### src/rtl/raster_pkg.sv
package raster_pkg;
  typedef struct packed {
    logic sof;
    logic sol;
    logic eol;
  } mark_t;
endpackage

### src/rtl/line_tracker.sv
module line_tracker
  import raster_pkg::*;
#(
  parameter int XW = 10,
  parameter int YW = 9
) (
  input  logic          clk,
  input  logic          rst,
  input  logic          stb_i,
  input  logic          vld_i,
  input  logic          dual_i,
  input  logic          fs_i,
  input  logic [XW-1:0] width_i,
  input  logic [YW-1:0] height_i,
  output logic          acc_o,
  output logic          rise_o,
  output mark_t         a_mark_o,
  output logic          b_eol_o,
  output logic          err_o
);
  localparam int CW = XW + 1;

  logic [CW-1:0] col, col_eff, wid, step;
  logic [YW:0]   row;
  logic          prev_vld, dropping, drop_eff;
  logic          fall, over, short_ln, row_over;

  always_comb begin
    wid      = CW'(width_i);
    step     = dual_i ? CW'(2) : CW'(1);
    rise_o   = stb_i & vld_i & ~prev_vld;
    fall     = stb_i & ~vld_i & prev_vld;
    col_eff  = rise_o ? '0 : col;
    drop_eff = rise_o ? 1'b0 : dropping;
    over     = stb_i & vld_i & ~drop_eff & (col_eff >= wid);
    acc_o    = stb_i & vld_i & ~drop_eff & ~over;
    short_ln = fall & ~dropping & (col != wid);
    row_over = rise_o & ~fs_i & (row >= (YW+1)'(height_i));
    a_mark_o.sof = 1'b0;
    a_mark_o.sol = (col_eff == '0);
    a_mark_o.eol = ~dual_i & (col_eff + CW'(1) == wid);
    b_eol_o      = dual_i & (col_eff + CW'(2) == wid);
  end

  always_ff @(posedge clk) begin
    if (rst) begin
      col      <= '0;
      row      <= '0;
      prev_vld <= 1'b0;
      dropping <= 1'b0;
      err_o    <= 1'b0;
    end else begin
      err_o <= over | short_ln | row_over;
      if (stb_i) begin
        prev_vld <= vld_i;
        dropping <= over | drop_eff;
      end
      if (acc_o)
        col <= col_eff + step;
      else if (rise_o)
        col <= '0;
      if (fs_i)
        row <= rise_o ? (YW+1)'(1) : '0;
      else if (rise_o && !row_over)
        row <= row + (YW+1)'(1);
    end
  end

  // once a row has overrun, no strobe is accepted until a new row begins
  p_drop_hold_r8: assert property (@(posedge clk) disable iff (rst)
    over |=> (acc_o ? rise_o : 1'b1));
endmodule

### src/rtl/temp_sampler.sv
module temp_sampler #(
  parameter int DW = 14
) (
  input  logic          clk,
  input  logic          rst,
  input  logic          stb_i,
  input  logic          vld_i,
  input  logic          rise_i,
  input  logic [DW-1:0] lane_i,
  output logic [DW-1:0] temp_o
);
  logic [DW-1:0] cand;
  logic          seen;

  always_ff @(posedge clk) begin
    if (rst) begin
      cand   <= '0;
      seen   <= 1'b0;
      temp_o <= '0;
    end else begin
      if (stb_i && !vld_i) begin
        cand <= lane_i;
        seen <= 1'b1;
      end
      if (rise_i && seen) begin
        temp_o <= cand;
        seen   <= 1'b0;
      end
    end
  end

  // the temperature word moves only at a row start
  p_temp_hold_r5: assert property (@(posedge clk) disable iff (rst)
    !rise_i |=> $stable(temp_o));
endmodule

### src/rtl/pair_serializer.sv
module pair_serializer
  import raster_pkg::*;
#(
  parameter int DW = 14
) (
  input  logic          clk,
  input  logic          rst,
  input  logic          acc_i,
  input  logic          dual_i,
  input  logic          fs_i,
  input  logic [DW-1:0] a_i,
  input  logic [DW-1:0] b_i,
  input  mark_t         a_mark_i,
  input  logic          b_eol_i,
  output logic [DW-1:0] pix_o,
  output logic          valid_o,
  output mark_t         mark_o
);
  logic [DW-1:0] b_hold;
  logic          b_eol_hold, b_pend, sof_pend;

  always_ff @(posedge clk) begin
    if (rst) begin
      pix_o      <= '0;
      valid_o    <= 1'b0;
      mark_o     <= '0;
      b_hold     <= '0;
      b_eol_hold <= 1'b0;
      b_pend     <= 1'b0;
      sof_pend   <= 1'b0;
    end else begin
      valid_o <= 1'b0;
      mark_o  <= '0;
      if (acc_i) begin
        pix_o       <= a_i;
        valid_o     <= 1'b1;
        mark_o.sol  <= a_mark_i.sol;
        mark_o.eol  <= a_mark_i.eol;
        mark_o.sof  <= sof_pend | fs_i;
        b_hold      <= b_i;
        b_eol_hold  <= b_eol_i;
        b_pend      <= dual_i;
        sof_pend    <= 1'b0;
      end else begin
        if (fs_i)
          sof_pend <= 1'b1;
        if (b_pend) begin
          pix_o      <= b_hold;
          valid_o    <= 1'b1;
          mark_o.eol <= b_eol_hold;
          b_pend     <= 1'b0;
        end
      end
    end
  end

  // a column pair is never overrun by the next strobe
  p_pair_spacing_r3: assert property (@(posedge clk) disable iff (rst)
    b_pend |-> !acc_i);
  // row and frame marks only ride on valid pixels
  p_marks_need_valid_r6: assert property (@(posedge clk) disable iff (rst)
    (mark_o.sol || mark_o.eol || mark_o.sof) |-> valid_o);
endmodule

### src/rtl/raster_deinterleave.sv
module raster_deinterleave
  import raster_pkg::*;
#(
  parameter int DW    = 14,
  parameter int MAX_W = 640,
  parameter int MAX_H = 480,
  localparam int XW   = $clog2(MAX_W + 1),
  localparam int YW   = $clog2(MAX_H + 1)
) (
  input  logic          clk,
  input  logic          rst,
  input  logic          frame_start_i,
  input  logic          smp_stb_i,
  input  logic [DW-1:0] chan_a_i,
  input  logic [DW-1:0] chan_b_i,
  input  logic          vid_valid_i,
  input  logic          dual_mode_i,
  input  logic [XW-1:0] cfg_width_i,
  input  logic [YW-1:0] cfg_height_i,
  output logic [DW-1:0] pix_o,
  output logic          pix_valid_o,
  output logic          sol_o,
  output logic          eol_o,
  output logic          sof_o,
  output logic [DW-1:0] temp_o,
  output logic          line_err_o
);
  logic  acc, rise, b_eol;
  mark_t a_mark, out_mark;

  line_tracker #(.XW(XW), .YW(YW)) u_track (
    .clk(clk), .rst(rst), .stb_i(smp_stb_i), .vld_i(vid_valid_i),
    .dual_i(dual_mode_i), .fs_i(frame_start_i), .width_i(cfg_width_i),
    .height_i(cfg_height_i), .acc_o(acc), .rise_o(rise),
    .a_mark_o(a_mark), .b_eol_o(b_eol), .err_o(line_err_o)
  );

  temp_sampler #(.DW(DW)) u_temp (
    .clk(clk), .rst(rst), .stb_i(smp_stb_i), .vld_i(vid_valid_i),
    .rise_i(rise), .lane_i(chan_a_i), .temp_o(temp_o)
  );

  pair_serializer #(.DW(DW)) u_ser (
    .clk(clk), .rst(rst), .acc_i(acc), .dual_i(dual_mode_i),
    .fs_i(frame_start_i), .a_i(chan_a_i), .b_i(chan_b_i),
    .a_mark_i(a_mark), .b_eol_i(b_eol), .pix_o(pix_o),
    .valid_o(pix_valid_o), .mark_o(out_mark)
  );

  assign sol_o = out_mark.sol;
  assign eol_o = out_mark.eol;
  assign sof_o = out_mark.sof;

  // every output pixel traces back to a valid strobe one or two cycles earlier
  p_no_pix_without_stb_r4: assert property (@(posedge clk) disable iff (rst)
    pix_valid_o |-> ($past(smp_stb_i && vid_valid_i) || $past(smp_stb_i && vid_valid_i, 2)));
endmodule

### config.mk
export PLATFORM = sky130hd
export DESIGN_NAME = raster_deinterleave
export DESIGN_NICKNAME = d
export VERILOG_FILES = /design/src/rtl/raster_pkg.sv /design/src/rtl/line_tracker.sv /design/src/rtl/temp_sampler.sv /design/src/rtl/pair_serializer.sv /design/src/rtl/raster_deinterleave.sv
export SDC_FILE = /design/constraint.sdc
export NUM_CORES = 1
export LEC_CHECK = 0
export CAP_MARGIN = 20
export CORE_AREA = 2 2 129 131
export DETAILED_ROUTE_END_ITERATION = 8
export DIE_AREA = 0 0 131 133
export MAX_ROUTING_LAYER = met4
export PLACE_DENSITY = 0.55
export SLEW_MARGIN = 25
export SYNTH_ARGS = -nofsm -noshare
export SYNTH_HDL_FRONTEND = slang
export SYNTH_SLANG_ARGS = --single-unit
### constraint.sdc
create_clock -name clk -period 5.4 [get_ports clk]
set_input_delay 1.08 -clock clk [delete_from_list [all_inputs] [get_ports clk]]
set_output_delay 1.08 -clock clk [all_outputs]
set_load 0.1 [all_outputs]
==> flow_metrics.tcl <==
set metrics [dict create \
    regArea_mm2 0.00176 \
    ys_types 61 \
    synth_edf_count 0 \
    antenna_found_initial 0 \
    io_pins 86 \
    postCtsHoldBufs 0 \
    vias 4350 \
    ys.flop_type "dfxtp_1" \
    clk_latency_ns 0.33 \
    cpMaxStageDelayCell "clkdlybuf4s50_1" \
    gp_congestion 0.923 \
    final_cell_mix "117 x nand2_1, 88 x dfxtp_1, 84 x clkdlybuf4s50_1" \
    relSlewSlack_pct 30.7 \
    final_util_pct 37.4 \
    slew_viol_final 0 \
    clk_pin_slew_worst_paths_ns 0.06 \
    status "complete, no violations" \
    yosysWarnings 0 \
    required_ns 5.58 \
    ys_seq_area_share_pct 37.2 \
    nFillCells 1657 \
    crit_family "simple AND/OR/NAND/NOR gates" \
    cts_sinks 88 \
    preCtsSetupSlack_ns 0.714 \
    die_w_um 131 \
    grt_pass1_wl_mm 21.9 \
    ir_drop_mv 0.200 \
    cts_tree "built" \
    path_buf_inv 2 \
    crit_arrival_ns 4.43 \
    synth-seq-cells 88 \
    netlist_top_cells_area "dfxtp_1 37%, nand2_1 9.3%, a21oi_1 6.4%" \
    grt_max_degree 83 \
    report.final.setup_viol 0 \
    layout_commonest_cell "nand2_1" \
    p_leak_nw 2.18 \
    post_cts_buffers 0 \
    drc 0 \
    worstSetupStartpointType "input port" \
    die_h_um 133 \
    async_flop_share_pct 0 \
    drive_above_1_share_pct 4.67 \
    wl_per_cell_um 15.5 \
    worst_slew_pin_slew_ns 1.04 \
    slowest_delay_ns 0.57 \
    worst_slack_ns 1.16 \
    cap_violations 0 \
    final_hold_viol_count 0 \
    hold_slack_ns 0.453 \
    overflow 0 \
    nNetsFinal 735 \
    synth.top_cell.area_share_pct 37.2 \
    groute.usage.overall_pct 16.4 \
    critPathKind "in -> reg" \
    syn_inst 597 \
    path_cells "clkdlybuf4s50_1, nand3b_1, buf_4, and2_1, ha_1, nor3b_1, a32o_1, nor3b_2, or2_2, a31o_2, a21oi_1" \
    dp_hpwl_mm 10.1 \
    antennaDiodeCount 0 \
    clock.fmax_mhz 236 \
    critPathMaxFanout 21 \
    synth_nets 672 \
    htreeDepth 3 \
    synth_compound_area_share_pct 18.0 \
    rsz0062_at_grt "false" \
    post-place-cells 868 \
    cts_root_buf "clkbuf_16" \
    drt_iter0_drc 302 \
    worstSetupEndpointType "flop" \
    firstDrtPassIters 4 \
    netlist_area_mm2 0.00474 \
    grt_pass1_vias 4178 \
    cts_buffers 9 \
    muxShareOfSynthArea_pct 3.38 \
    syn-mean-instance-area_um2 7.94 \
    setup_tns_ns 0 \
    synth_fa_ha_area_share_pct 6.18 \
    synthSimpleGateAreaFrac_pct 23.6 \
    start_util_pct 29.3 \
    drt-vias-per-instance 4.92 \
    min_path_type "reg -> reg" \
    multiInputGateArea_mm2 0.00273 \
    finalCritPeriodShare_pct 78.6 \
    rows 47 \
    clk_path_buf_depth 2 \
    cts-resized-gates 0 \
    syn2layout_area_growth_pct 27.7 \
    synth_xor_area_share_pct 6.28 \
    fin_skew_ns 0.00536 \
    period_needed_ns 4.24 \
    fin_cells 884 \
    drt_wl_total_mm 13.7 \
    die_area_mm2 0.0174 \
    power_density_mw_per_mm2 265 \
    port_buffers 85 \
    synth_top_family_by_area "simple AND/OR/NAND/NOR gates" \
    ant_nets 0 \
    core_area_mm2 0.0162 \
    synth_top_area_cell "dfxtp_1" \
]
-- layer usage --
metal | global-route usage [%] | wire [µm] | up-vias
met2 | 25.2 | 6320 | 113
li1 | - | - | 2190
met5 | - | 0 | -
met4 | 5.14 | 279 | 0
met3 | 3.15 | 676 | 23
met1 | 21.7 | 6430 | 2024
-- metrics by stage --
stage / area [µm²] / power, mW
after floorplan: 4740 / 0.901
after global placement: 5730 / 1.00
after detailed placement: 5730 / 1.00
after CTS: 6020 / 1.62
after global routing: 6050 / 1.67
final: 6050 / 1.60
-- cell type report --
type | instances | area share [%]
clock inverter | 4 | 0.889
tap | 220 | 4.55
multi-input combinational | 445 | 45.1
timing repair buffer | 89 | 14.8
clock buffer | 11 | 3.85
inverter | 27 | 1.68
sequential | 88 | 29.1
-- worst reg2reg max path, cell delays in order (launching register included) --
cell	delay, ns
dfxtp_1	0.34
nand3b_1	0.40
buf_4	0.31
and2_1	0.20
ha_1	0.31
nor3b_1	0.15
a32o_1	0.24
nor3b_2	0.43
or2_2	0.49
a31o_2	0.23
a21oi_1	0.05
-- cell usage after synthesis (2+ instances only) --
cell type  number
or4_1           6
xnor2_1        18
inv_1          27
nor3_1          9
and2_1          4
a32o_1          2
ha_1           21
nor2_1         42
a21oi_1        61
o31ai_1         7
nand2b_1        5
mux2i_1        16
o21ai_0         6
and3_1          3
nor4b_1         2
a21o_1          3
nor4_1          6
a2111oi_0       2
or3_1           4
buf_1           2
nor2b_1         4
clkbuf_1       22
nand3_1        12
or3b_1          2
buf_2          11
o2111ai_1       2
o21ai_1         5
o221ai_1        2
xor2_1         16
nand4_1         6
a211oi_1       18
nand4b_1        3
a31oi_1         5
dfxtp_1        88
nand2_1       117
or2_2           4
nor2_2          2
nand3b_1        2
o21bai_1        2
o41ai_1         2
o21a_1          3
o211ai_1        4
-- registers in the layout (all words and copies together) (netlist names) --
signal and flops:
u_track.row 10, u_track.col 11, u_ser.sof_pend 1, u_track.prev_vld 1, u_ser.mark_o 3, u_ser.b_hold 14, u_temp.temp_o 14, u_temp.seen 1
u_ser.b_eol_hold 1, u_track.err_o 1, u_ser.pix_o 14, u_ser.valid_o 1, u_temp.cand 14, u_track.dropping 1, u_ser.b_pend 1
-- power breakdown --
group          internal, mW  total, mW  switching, mW
registers             0.677      0.696         0.0191
logic                 0.105      0.297          0.192
clock network         0.358      0.610          0.252
-- worst paths after layout --
check	from	endpoint	slack, ns	cells past startpoint
worst min-delay path	u_temp.cand[10]	u_temp.temp_o[10]	0.45	2
worst max-delay path	smp_stb_i	u_track.col[7]	1.16	11
worst min register to register	u_temp.cand[10]	u_temp.temp_o[10]	0.45	2
worst max register to register	u_track.prev_vld	u_track.col[7]	2.08	10
-- logic make-up (layout without fill, tap and decap cells) --
group,Yosys count,after routing
AOI/OAI and AO/OA,133,133
xor gates and xnor gates,34,34
adders and majority gates,23,23
buffers and inverters,64,131
DFF,88,88
muxes,16,16
and+or+nand+nor,239,239
No activity file was read; power rests on OpenSTA's default activity.
